File: config.mk
export PLATFORM = sky130hd
export DESIGN_NAME = pram_safeload_ctrl
export DESIGN_NICKNAME = d
export VERILOG_FILES = /design/src/rtl/pram_safeload_ctrl.sv
export SDC_FILE = /design/constraint.sdc
export NUM_CORES = 1
export LEC_CHECK = 0
export BUFFER_PORTS_ARGS = -buffer_cell sky130_fd_sc_hd__buf_4
export CORE_MARGIN = 3
export CORE_UTILIZATION = 40
export DETAILED_ROUTE_END_ITERATION = 8
export PLACE_DENSITY = 0.62
export SLEW_MARGIN = 20
export SYNTH_ARGS = -nofsm -noshare
export SYNTH_HDL_FRONTEND = slang
export SYNTH_SLANG_ARGS = --single-unit
File: constraint.sdc
create_clock -name clk -period 4.5 [get_ports clk]
set_clock_uncertainty 0.05 [all_clocks]
set_input_delay 0.9 -clock clk [delete_from_list [all_inputs] [get_ports clk]]
set_output_delay 0.9 -clock clk [all_outputs]
set_load 0.02 [all_outputs]
File: src/rtl/pram_safeload_ctrl.sv
module pram_safeload_ctrl #(
  parameter int NUM_SLOTS = 5,
  parameter int ADDR_W    = 8,
  parameter int DATA_W    = 22,
  parameter int SEL_W     = (NUM_SLOTS > 1) ? $clog2(NUM_SLOTS) : 1
) (
  input  logic              clk,
  input  logic              rst_n,
  input  logic              stg_we,
  input  logic [SEL_W-1:0]  stg_sel,
  input  logic [ADDR_W-1:0] stg_addr,
  input  logic [DATA_W-1:0] stg_data,
  output logic              stg_ready,
  input  logic              commit,
  input  logic              frame_start,
  input  logic              core_busy,
  output logic              ram_we,
  output logic [ADDR_W-1:0] ram_addr,
  output logic [DATA_W-1:0] ram_data,
  output logic              xfer_done
);

  localparam logic [SEL_W-1:0] LAST_IDX  = SEL_W'(NUM_SLOTS - 1);
  localparam logic [SEL_W:0]   SLOT_LIM  = (SEL_W + 1)'(NUM_SLOTS);

  typedef enum logic [1:0] {S_IDLE, S_ARMED, S_MOVE} state_t;

  state_t              state;
  logic [SEL_W-1:0]    idx;
  logic [NUM_SLOTS-1:0] valid;
  logic [ADDR_W-1:0]   slot_addr [NUM_SLOTS];
  logic [DATA_W-1:0]   slot_data [NUM_SLOTS];

  logic              hit;
  logic [SEL_W-1:0]  hit_idx;
  logic [SEL_W-1:0]  wr_idx;
  logic              wr_ok;
  logic              cur_valid;
  logic              step;

  always_comb begin
    hit     = 1'b0;
    hit_idx = '0;
    for (int i = NUM_SLOTS - 1; i >= 0; i--) begin
      if (valid[i] && slot_addr[i] == stg_addr) begin
        hit     = 1'b1;
        hit_idx = SEL_W'(i);
      end
    end
  end

  assign stg_ready = (state == S_IDLE);
  assign wr_idx    = hit ? hit_idx : stg_sel;
  assign wr_ok     = stg_we && stg_ready && (hit || ({1'b0, stg_sel} < SLOT_LIM));
  assign cur_valid = ({1'b0, idx} < SLOT_LIM) && valid[idx];
  assign step      = (state == S_MOVE) && (!cur_valid || !core_busy);

  assign ram_we   = (state == S_MOVE) && cur_valid && !core_busy;
  assign ram_addr = slot_addr[idx];
  assign ram_data = slot_data[idx];

  always_ff @(posedge clk or negedge rst_n) begin
    if (!rst_n) begin
      state     <= S_IDLE;
      idx       <= '0;
      valid     <= '0;
      xfer_done <= 1'b0;
      for (int i = 0; i < NUM_SLOTS; i++) begin
        slot_addr[i] <= '0;
        slot_data[i] <= '0;
      end
    end else begin
      xfer_done <= 1'b0;
      if (wr_ok) begin
        valid[wr_idx]     <= 1'b1;
        slot_addr[wr_idx] <= stg_addr;
        slot_data[wr_idx] <= stg_data;
      end
      case (state)
        S_IDLE:  if (commit) state <= S_ARMED;
        S_ARMED: if (frame_start) begin
                   state <= S_MOVE;
                   idx   <= '0;
                 end
        S_MOVE:  if (step) begin
                   if (idx == LAST_IDX) begin
                     state     <= S_IDLE;
                     valid     <= '0;
                     xfer_done <= 1'b1;
                     idx       <= '0;
                   end else begin
                     idx <= idx + SEL_W'(1);
                   end
                 end
        default: state <= S_IDLE;
      endcase
    end
  end

  a_r6_no_write_when_busy: assert property (@(posedge clk) disable iff (!rst_n)
    ram_we |-> !core_busy);

  a_r7_done_one_cycle: assert property (@(posedge clk) disable iff (!rst_n)
    xfer_done |=> !xfer_done);

  a_r7_ready_with_done: assert property (@(posedge clk) disable iff (!rst_n)
    xfer_done |-> stg_ready);

  a_r5_write_advances: assert property (@(posedge clk) disable iff (!rst_n)
    ram_we |=> (state == S_IDLE) || (idx == $past(idx) + SEL_W'(1)));

endmodule

Word level (Yosys, flattened, before mapping)

Index checks and enable logic that the tools add are counted.

Flip-flop bits (word level): 161
Input bits: 39
Output and inout port bits: 33
Word-level logic and storage cells: 102

Add/subtract/negate cells: 1
Magnitude comparators: 8
Eq/ne operators: 12
Multiplexer cells: 43
Bitwise operators: 3
Reduce and logical (&&, ||, !) cells: 21

Operator list:

| kind                 | number |
|---|---|
| $bwmux W110          | 1 |
| $bmux W22 S3         | 1 |
| $demux W22 S3        | 1 |
| $mux W22             | 3 |
| $bwmux W40           | 1 |
| $eq A8 B8 Y1         | 5 |
| $mux W3              | 9 |
| $bmux W8 S3          | 1 |
| $demux W8 S3         | 1 |
| $mux W8              | 3 |
| $mux W5              | 4 |
| $logic_and A1 B1 Y1  | 13 |
| $mux W1              | 10 |
| $ge A4 B4 Y1 const B | 2 |
| $lt A3 B4 Y1 const B | 2 |
| $mux W2              | 4 |
| $not A3 Y4           | 2 |
| $lt A3 B3 Y1 const B | 2 |
| $pmux W2 S3          | 1 |
| $pmux W3 S2          | 1 |
| $or A5 B5 Y5         | 1 |
| $lt A4 B1 Y1 const B | 1 |
| $ne A2 B1 Y1 const B | 2 |
| $ne A2 B2 Y1 const B | 2 |
| 13 further kinds     | 15 |

Logic depth before layout (Yosys ltp)

Gate-level depths: netlist of the first run.

Depth in word-level cells: 17
Mapped depth: 9
Depth with buffers taken out: 7

Least setup slack after synthesis of the first run

No wires, ideal clock.

Kind: in2reg
Start: input port stg_addr[4]
End: register slot_addr[25] (netlist name)
Setup time: 128 ps
Arrival: 2623 ps
Required time: 4322 ps
Slack: 1700 ps
Stages on the path: 9
Path buffers: 3
Cell sequence: buf_6 xor2_1 nor4_1 nand4_1 nor4bb_1 o21bai_1 buf_4 buf_4 mux2_1

Word-level cells in the longest chain between the ends: 14
Elaborated cells on any way between the ends: 30
Classes of those cells: order compare: 2; eq/ne: 5; mux: 14; bitwise: 1; reduce/logical: 8

RTL lines:

| element                                                            | line | text |
|---|---|---|
| from (decl)                                                        | 11   | `input logic [ADDR_W-1:0] stg_addr,` |
| $eq A8 B8 Y1                                                       | 45   | `if (valid[i] && slot_addr[i] == stg_addr) begin` |
| $logic_and A1 B1 Y1                                                | 45   |  |
| $mux W1 or $mux W3 (tied branches) (5 in a row)                    | 45   |  |
| $mux W3                                                            | 53   | `assign wr_idx = hit ? hit_idx : stg_sel;` |
| $not A3 Y4 (not written as such)                                   | 76   | `slot_addr[wr_idx] <= stg_addr;` |
| $ge A4 B4 Y1 (not written as such) or $lt A4 B1 Y1 (tied branches) | 76   |  |
| $logic_and A1 B1 Y1 (not written as such)                          | 76   |  |
| $mux W8 (not written as such)                                      | 76   |  |
| $demux W8 S3                                                       | 76   |  |
| $bwmux W40                                                         | 76   |  |
| to (signal, indexed assignment)                                    | 76   |  |
| to (decl)                                                          | 31   | `logic [ADDR_W-1:0] slot_addr [NUM_SLOTS];` |

Several ways; a longest one is shown, not always the timed one.
A chain may end at the register's enable or synchronous reset.

Worst setup path in the final report of the first run

Start: register idx[1]
End: output port ram_addr[0]

Word-level cells in the longest chain between the ends: 4

RTL lines:

| element                                    | line | text |
|---|---|---|
| from (decl)                                | 29   | `logic [SEL_W-1:0] idx;` |
| from (signal assigned)                     | 92   | `idx <= idx + SEL_W'(1);` |
| $not A3 Y4 (not written as such)           | 59   | `assign ram_addr = slot_addr[idx];` |
| $bmux W8 S3                                | 59   |  |
| $mux W8 (not written as such) (2 in a row) | 59   |  |
| to (decl)                                  | 18   | `output logic [ADDR_W-1:0] ram_addr,` |

Every way passes these cells. The select of a mux whose other input is x is not followed.

==> impl_metrics.toml, run 1 <==
[status]
outcome = "completed"

[route]
drt_wl_total_mm = 19.5
wire_per_inst_um = 20.1
final_antenna_net_count = 0
drc = 0
first_pass_iters = 4
vias_per_cell = 5.44
drt-initial-drc-count = 294
dr_total_vias = 5283

[final_layout]
nNetsFinal = 736
final_cell_mix = "159 x dfrtp_1, 81 x buf_4, 63 x mux2_2, 61 x mux2i_1, 59 x mux2_1"
final_cell_area_um2 = 9450
layout-drive-gt1-share = 0.308
areaGrowthSynthToFinish_pct = 17.1
layout_commonest_cell = "dfrtp_1"
n_antenna_cell = 0

[power]
totalPowerFinal_mw = 7.13
p_leak_nw = 4.24
ir_drop_mv = 0.356
power_density_nw_per_um2 = 755

[setup_path]
critPathKind = "flop to output pin"
r2r_setup_slack_ns = 1.58
crit_slowest_cell = "dfrtp_1"
cp_max_fo = 19
worstPathCellList = "nand2b_1 > buf_4 > o22ai_1 > buf_4"
worstSetupStartpointType = "flop"
crit_start = "idx[1]"
cp.required_ns = 3.55
end_kind = "output pin"
critPathTopFamily = "flip-flops"
cpMostUsedCell = "buf_4"
ff2ff_path_depth = 7
cp.buffers_inverters = 2
r2r-start = "slot_addr[21]"
worst_ep_arrival_time_ns = 2.81
crit_path_max_incr_delay_ns = 0.92
reg2reg_to = "slot_addr[36]"

[logic_synthesis]
syn_area_um2 = 8070
ys.flop_type = "dfrtp_1"
synth_cell_type_count = 46
netlist_instances = 635
ys_warn_count = 0
synth.avg_cell_area_um2 = 12.7
synthArstFlopShare = 1.00
synth_edf_count = 0
ys_seq_area_frac = 0.499
ys_ff_latch = 161
syn-num-nets = 676

[global_route]
grt.overflow.total = 0
antenna_found_initial = 0
grt_pass1_vias = 5586
grt_pass1_wl_mm = 31.8
grt_max_degree = 85
grtUsageTotal = 0.185

[timing]
slew-limit-headroom = 0.412
setup_viol = 0
hold_viol_final = 0
tightestPinTransition_ns = 0.882
slew_viol_final = 0
finalCritPeriodShare = 0.837
min_period_ns = 3.76
worst_slack_ns = 0.735
tns_ns = 0
fmax_mhz = 266
rsz0062_at_grt = "no"

[min_path]
min_delay_worst_endpoint = "slot_data[106]"
worst_hold_startpoint = "slot_data[106]"
hp-class = "flop to flop"
min_path_cells = 1

[clock_tree]
cts_buffers = 17
cts_resized = 0
clk_pin_slew_ns = 0.06
cts_tree = "done"
cts.sinks = 161
root_buffer = "clkbuf_16"
cts_hold_buf = 0
htreeDepth = 4
clock_latency_ns = 0.42
post_cts_buffers = 0
clk_path_buf_depth = 2

[die]
rows = 51
core_area_um2 = 19700
ios = 72
chipWidth_um = 148
die_h_um = 148
start_util = 0.411
dieArea_um2 = 21900

[placement]
gp_congestion = 0.928
numPortBuffers = 71
dp_slack_ns = 0.958
placed_area_um2 = 8830
hpwl_mm = 12.6

[run]
cap_violations = 0
-- per-layer routing --
layer  GRT usage  routed length (µm)  vias up  part of all wire
li1            -                   -     2401                 -
met1       0.268                9370     2736              0.48
met2       0.288                9020      136              0.46
met3      0.0436                 981       10             0.050
met4      0.0370                 132        0            0.0068
met5           0                   0        -                 0
-- worst reg2reg max path, delay by kind of cell (launching register included) --
family	cells	cell delay, ns
simple gates	3	0.93
compound gates	1	0.51
flops	1	0.40
mux	1	0.35
xor+xnor	1	0.29
buf+inv	1	0.25
-- registers in the layout, indices dropped and copies added, names as in the netlist --
name / count
state: 2
idx: 3
xfer_done: 1
slot_data: 110
slot_addr: 40
valid: 5
-- stage by stage --
step / std cells / hold slack [ns] / utilization
after floorplan: 635 / 0.414 / -
after global placement: 941 / 0.422 / 0.449
after detailed placement: 941 / 0.431 / 0.449
after CTS: 972 / 0.445 / 0.481
after global routing: 972 / 0.455 / 0.481
final: 972 / 0.438 / 0.481
-- cell families after synthesis --
logic type / after synthesis / share of synthesized area
AO/OA/AOI/OAI: 78 / 0.0581
multiplexers: 213 / 0.303
AND/OR/NAND/NOR: 91 / 0.0536
buffers and inverters: 50 / 0.0401
flip-flops: 161 / 0.499
adder cells (fa/ha/maj): 2 / 0.00310
XOR/XNOR: 40 / 0.0434
-- worst max path at each step --
| stage | to | cells past startpoint |
|---|---|---|
| 2_1_floorplan | slot_addr[25] | 9 |
| 3_3_place_gp | slot_addr[39] | 8 |
| 3_5_place_dp | slot_data[94] | 8 |
| 4_1_cts | ram_addr[0] | 4 |
| 5_1_grt | ram_addr[0] | 4 |
| 6_report | ram_addr[0] | 4 |
-- where the power goes --
part	internal, mW	leakage [nW]	switching, mW
clock network	0.944	0.300	0.588
logic	1.46	1.95	1.42
registers	2.15	1.99	0.567
-- cell usage after synthesis (all sizes together), types with 7 or more instances --
library cell  instances  area share
buf                  30       0.031
clkbuf               15      0.0070
xnor2                25       0.027
mux2                151        0.22
mux2i                61       0.076
o22ai                31       0.024
xor2                 15       0.016
a21oi                34       0.021
nand2                12      0.0056
dfrtp               161        0.50
nor2                 45       0.021
nand4                 7      0.0054
-- layout make-up --
type                       count  area, µm²
clock inverter                12        180
sequential                   161       4030
multi-input combinational    424       3750
fill                        1777      10200
timing repair buffer          86        699
inverter                       5       18.8
tap                          265        332
clock buffer                  19        443
(Power assumes the default switching activity.)
==> run 2, diff against run 1 <==
- ABC_AREA: not set -> 1
- clock period: 4.5 -> 3.9 ns (I/O delays scaled with it)
==> impl_metrics.toml, run 2 <==
[status]
outcome = "completed"

[timing]
hold_viol_final = 0
min_period_ns = 3.33
slew_viol_final = 0
finalCritPeriodShare = 0.853
tightestPinTransition_ns = 0.818
fmax_mhz = 301
worst_slack_ns = 0.574
tns_ns = 0
rsz0062_at_grt = "no"
setup_viol = 0
slew-limit-headroom = 0.455

[clock_tree]
cts_hold_buf = 0
cts.sinks = 161
post_cts_buffers = 0
clk_path_buf_depth = 2
cts_resized = 0
htreeDepth = 4
cts_buffers = 17
root_buffer = "clkbuf_16"
cts_tree = "done"
clk_pin_slew_ns = 0.07
clock_latency_ns = 0.43

[logic_synthesis]
synth_top_cell_by_area = "dfrtp_1"
synthArstFlopShare = 1.00
ys_seq_area_frac = 0.472
syn_area_um2 = 8530
synth.area.top_cells = "dfrtp_1 47%, nand2_1 23%, nand3_1 6.8%, a21oi_1 4.4%, o21ai_0 3.5%"
yosys-top-cells-count = "532 x nand2_1, 161 x dfrtp_1, 116 x nand3_1"
ys.flop_type = "dfrtp_1"
synthMostInstantiatedCell = "nand2_1"
synth_top_area_frac = 0.472
syn-num-nets = 1229
ys_warn_count = 0
synth_edf_count = 0
netlist_instances = 1188
synth.avg_cell_area_um2 = 7.18
synth_cell_type_count = 28
ys_ff_latch = 161

[final_layout]
top_register = "slot_data"
areaGrowthSynthToFinish_pct = 15.7
layout-drive-gt1-share = 0.115
largest_reg_flops = 110
final_cell_mix = "532 x nand2_1, 160 x dfrtp_1, 116 x nand3_1, 85 x buf_4, 76 x inv_1"
layout_commonest_cell = "nand2_1"
largest_registers = "slot_data: 110 flops, slot_addr: 40 flops, valid: 5 flops"
nNetsFinal = 1267
n_antenna_cell = 0
fillCellCount = 2152

[route]
drc = 0
drt_wl_total_mm = 26.5
final_antenna_net_count = 0
wire_per_inst_um = 17.5
drt-initial-drc-count = 546
first_pass_iters = 5
vias_per_cell = 5.23
dr_total_vias = 7886

[power]
totalPowerFinal_mw = 7.38
ir_drop_mv = 0.362
power_density_nw_per_um2 = 748
p_leak_nw = 5.29

[setup_path]
cp_max_fo = 41
worstSetupStartpointType = "flop"
end_kind = "output pin"
worst_ep_arrival_time_ns = 2.50
cp.required_ns = 3.07
critPathKind = "flop to output pin"

[die]
rows = 52
dieArea_um2 = 23100
core_area_um2 = 20600
die_h_um = 152
start_util = 0.415
ios = 72
chipWidth_um = 152

[global_route]
grt_pass1_wl_mm = 42.7
grt.overflow.total = 0
grtUsageTotal = 0.229
antenna_found_initial = 0
grt_max_degree = 84
grt_pass1_vias = 7753

[placement]
dp_slack_ns = 0.602
hpwl_mm = 16.2
numPortBuffers = 71
gp_congestion = 0.950

[min_path]
hp-class = "input pin to async pin"

[run]
cap_violations = 0
-- run 2: cell count changes after synthesis, moves of 26 or more --
cell,delta
nand3_1,+111
mux2i_1,-61
o22ai_1,-29
mux2_4,-29
mux2_1,-59
buf_2,+26
inv_1,+71
nand2_1,+520
a21oi_1,+41
o21ai_0,+59
mux2_2,-63
-- run 2: area by class of cell --
class | instances | area, µm² | area share
Tap cell | 270 | 338 | 0.0343
Inverter | 86 | 323 | 0.0327
Clock inverter | 14 | 165 | 0.0167
Clock buffer | 18 | 429 | 0.0435
Sequential cell | 161 | 4030 | 0.409
Multi-Input combinational cell | 868 | 3810 | 0.386
Timing Repair Buffer | 92 | 769 | 0.0780
-- run 2: worst paths after layout --
kind | startpoint | end | slack [ns] | cells past startpoint
worst max-delay path | idx[0] | ram_addr[3] | 0.57 | 5
worst min-delay path | rst_n | slot_addr[25] | 0.35 | 1
worst max register to register | slot_addr[34] | slot_addr[13] | 1.15 | 13
worst min register to register | slot_data[6] | slot_data[6] | 0.42 | 2
max in group asynchronous | rst_n | slot_addr[36] | 2.49 | 2
min in group clk | slot_data[6] | slot_data[6] | 0.42 | 2
-- run 2: logic make-up after synthesis --
logic type / share of synthesized area
simple gates: 0.331
flops: 0.472
compound gates: 0.107
buf+inv: 0.0810
xor+xnor: 0.00514
fa+ha+maj: 0.00293
-- run 2: metrics by stage --
stage | util | instance area (µm²) | std cells | hold slack [ns]
2_1_floorplan | - | 8530 | 1188 | 0.392
3_3_place_gp | 0.451 | 9270 | 1477 | 0.404
3_5_place_dp | 0.451 | 9270 | 1477 | 0.408
4_1_cts | 0.480 | 9860 | 1509 | 0.396
5_1_grt | 0.480 | 9860 | 1509 | 0.432
6_report | 0.480 | 9860 | 1509 | 0.351
-- run 2: layer usage --
| metal | up-vias | global-route usage | share of wire |
|---|---|---|---|
| met5 | - | 0 | 0 |
| met4 | 0 | 0.0638 | 0.017 |
| met3 | 26 | 0.0424 | 0.059 |
| met2 | 255 | 0.380 | 0.48 |
| met1 | 3750 | 0.310 | 0.45 |
| li1 | 3855 | - | - |
-- run 2: worst max-delay path, stage by stage, from the launching register on --
cell	delay [ns]
dfrtp_2	0.40
inv_2	0.54
nand3_1	0.19
buf_4	0.27
o21ai_0	0.41
buf_4	0.23
-- run 2: power by group --
part | switching (mW) | internal, mW | leakage (nW) | total [mW]
clock | 0.784 | 0.916 | 0.288 | 1.70
combinational | 1.74 | 1.07 | 2.94 | 2.81
sequential | 0.487 | 2.39 | 2.06 | 2.87
total | 3.01 | 4.37 | 5.29 | 7.38
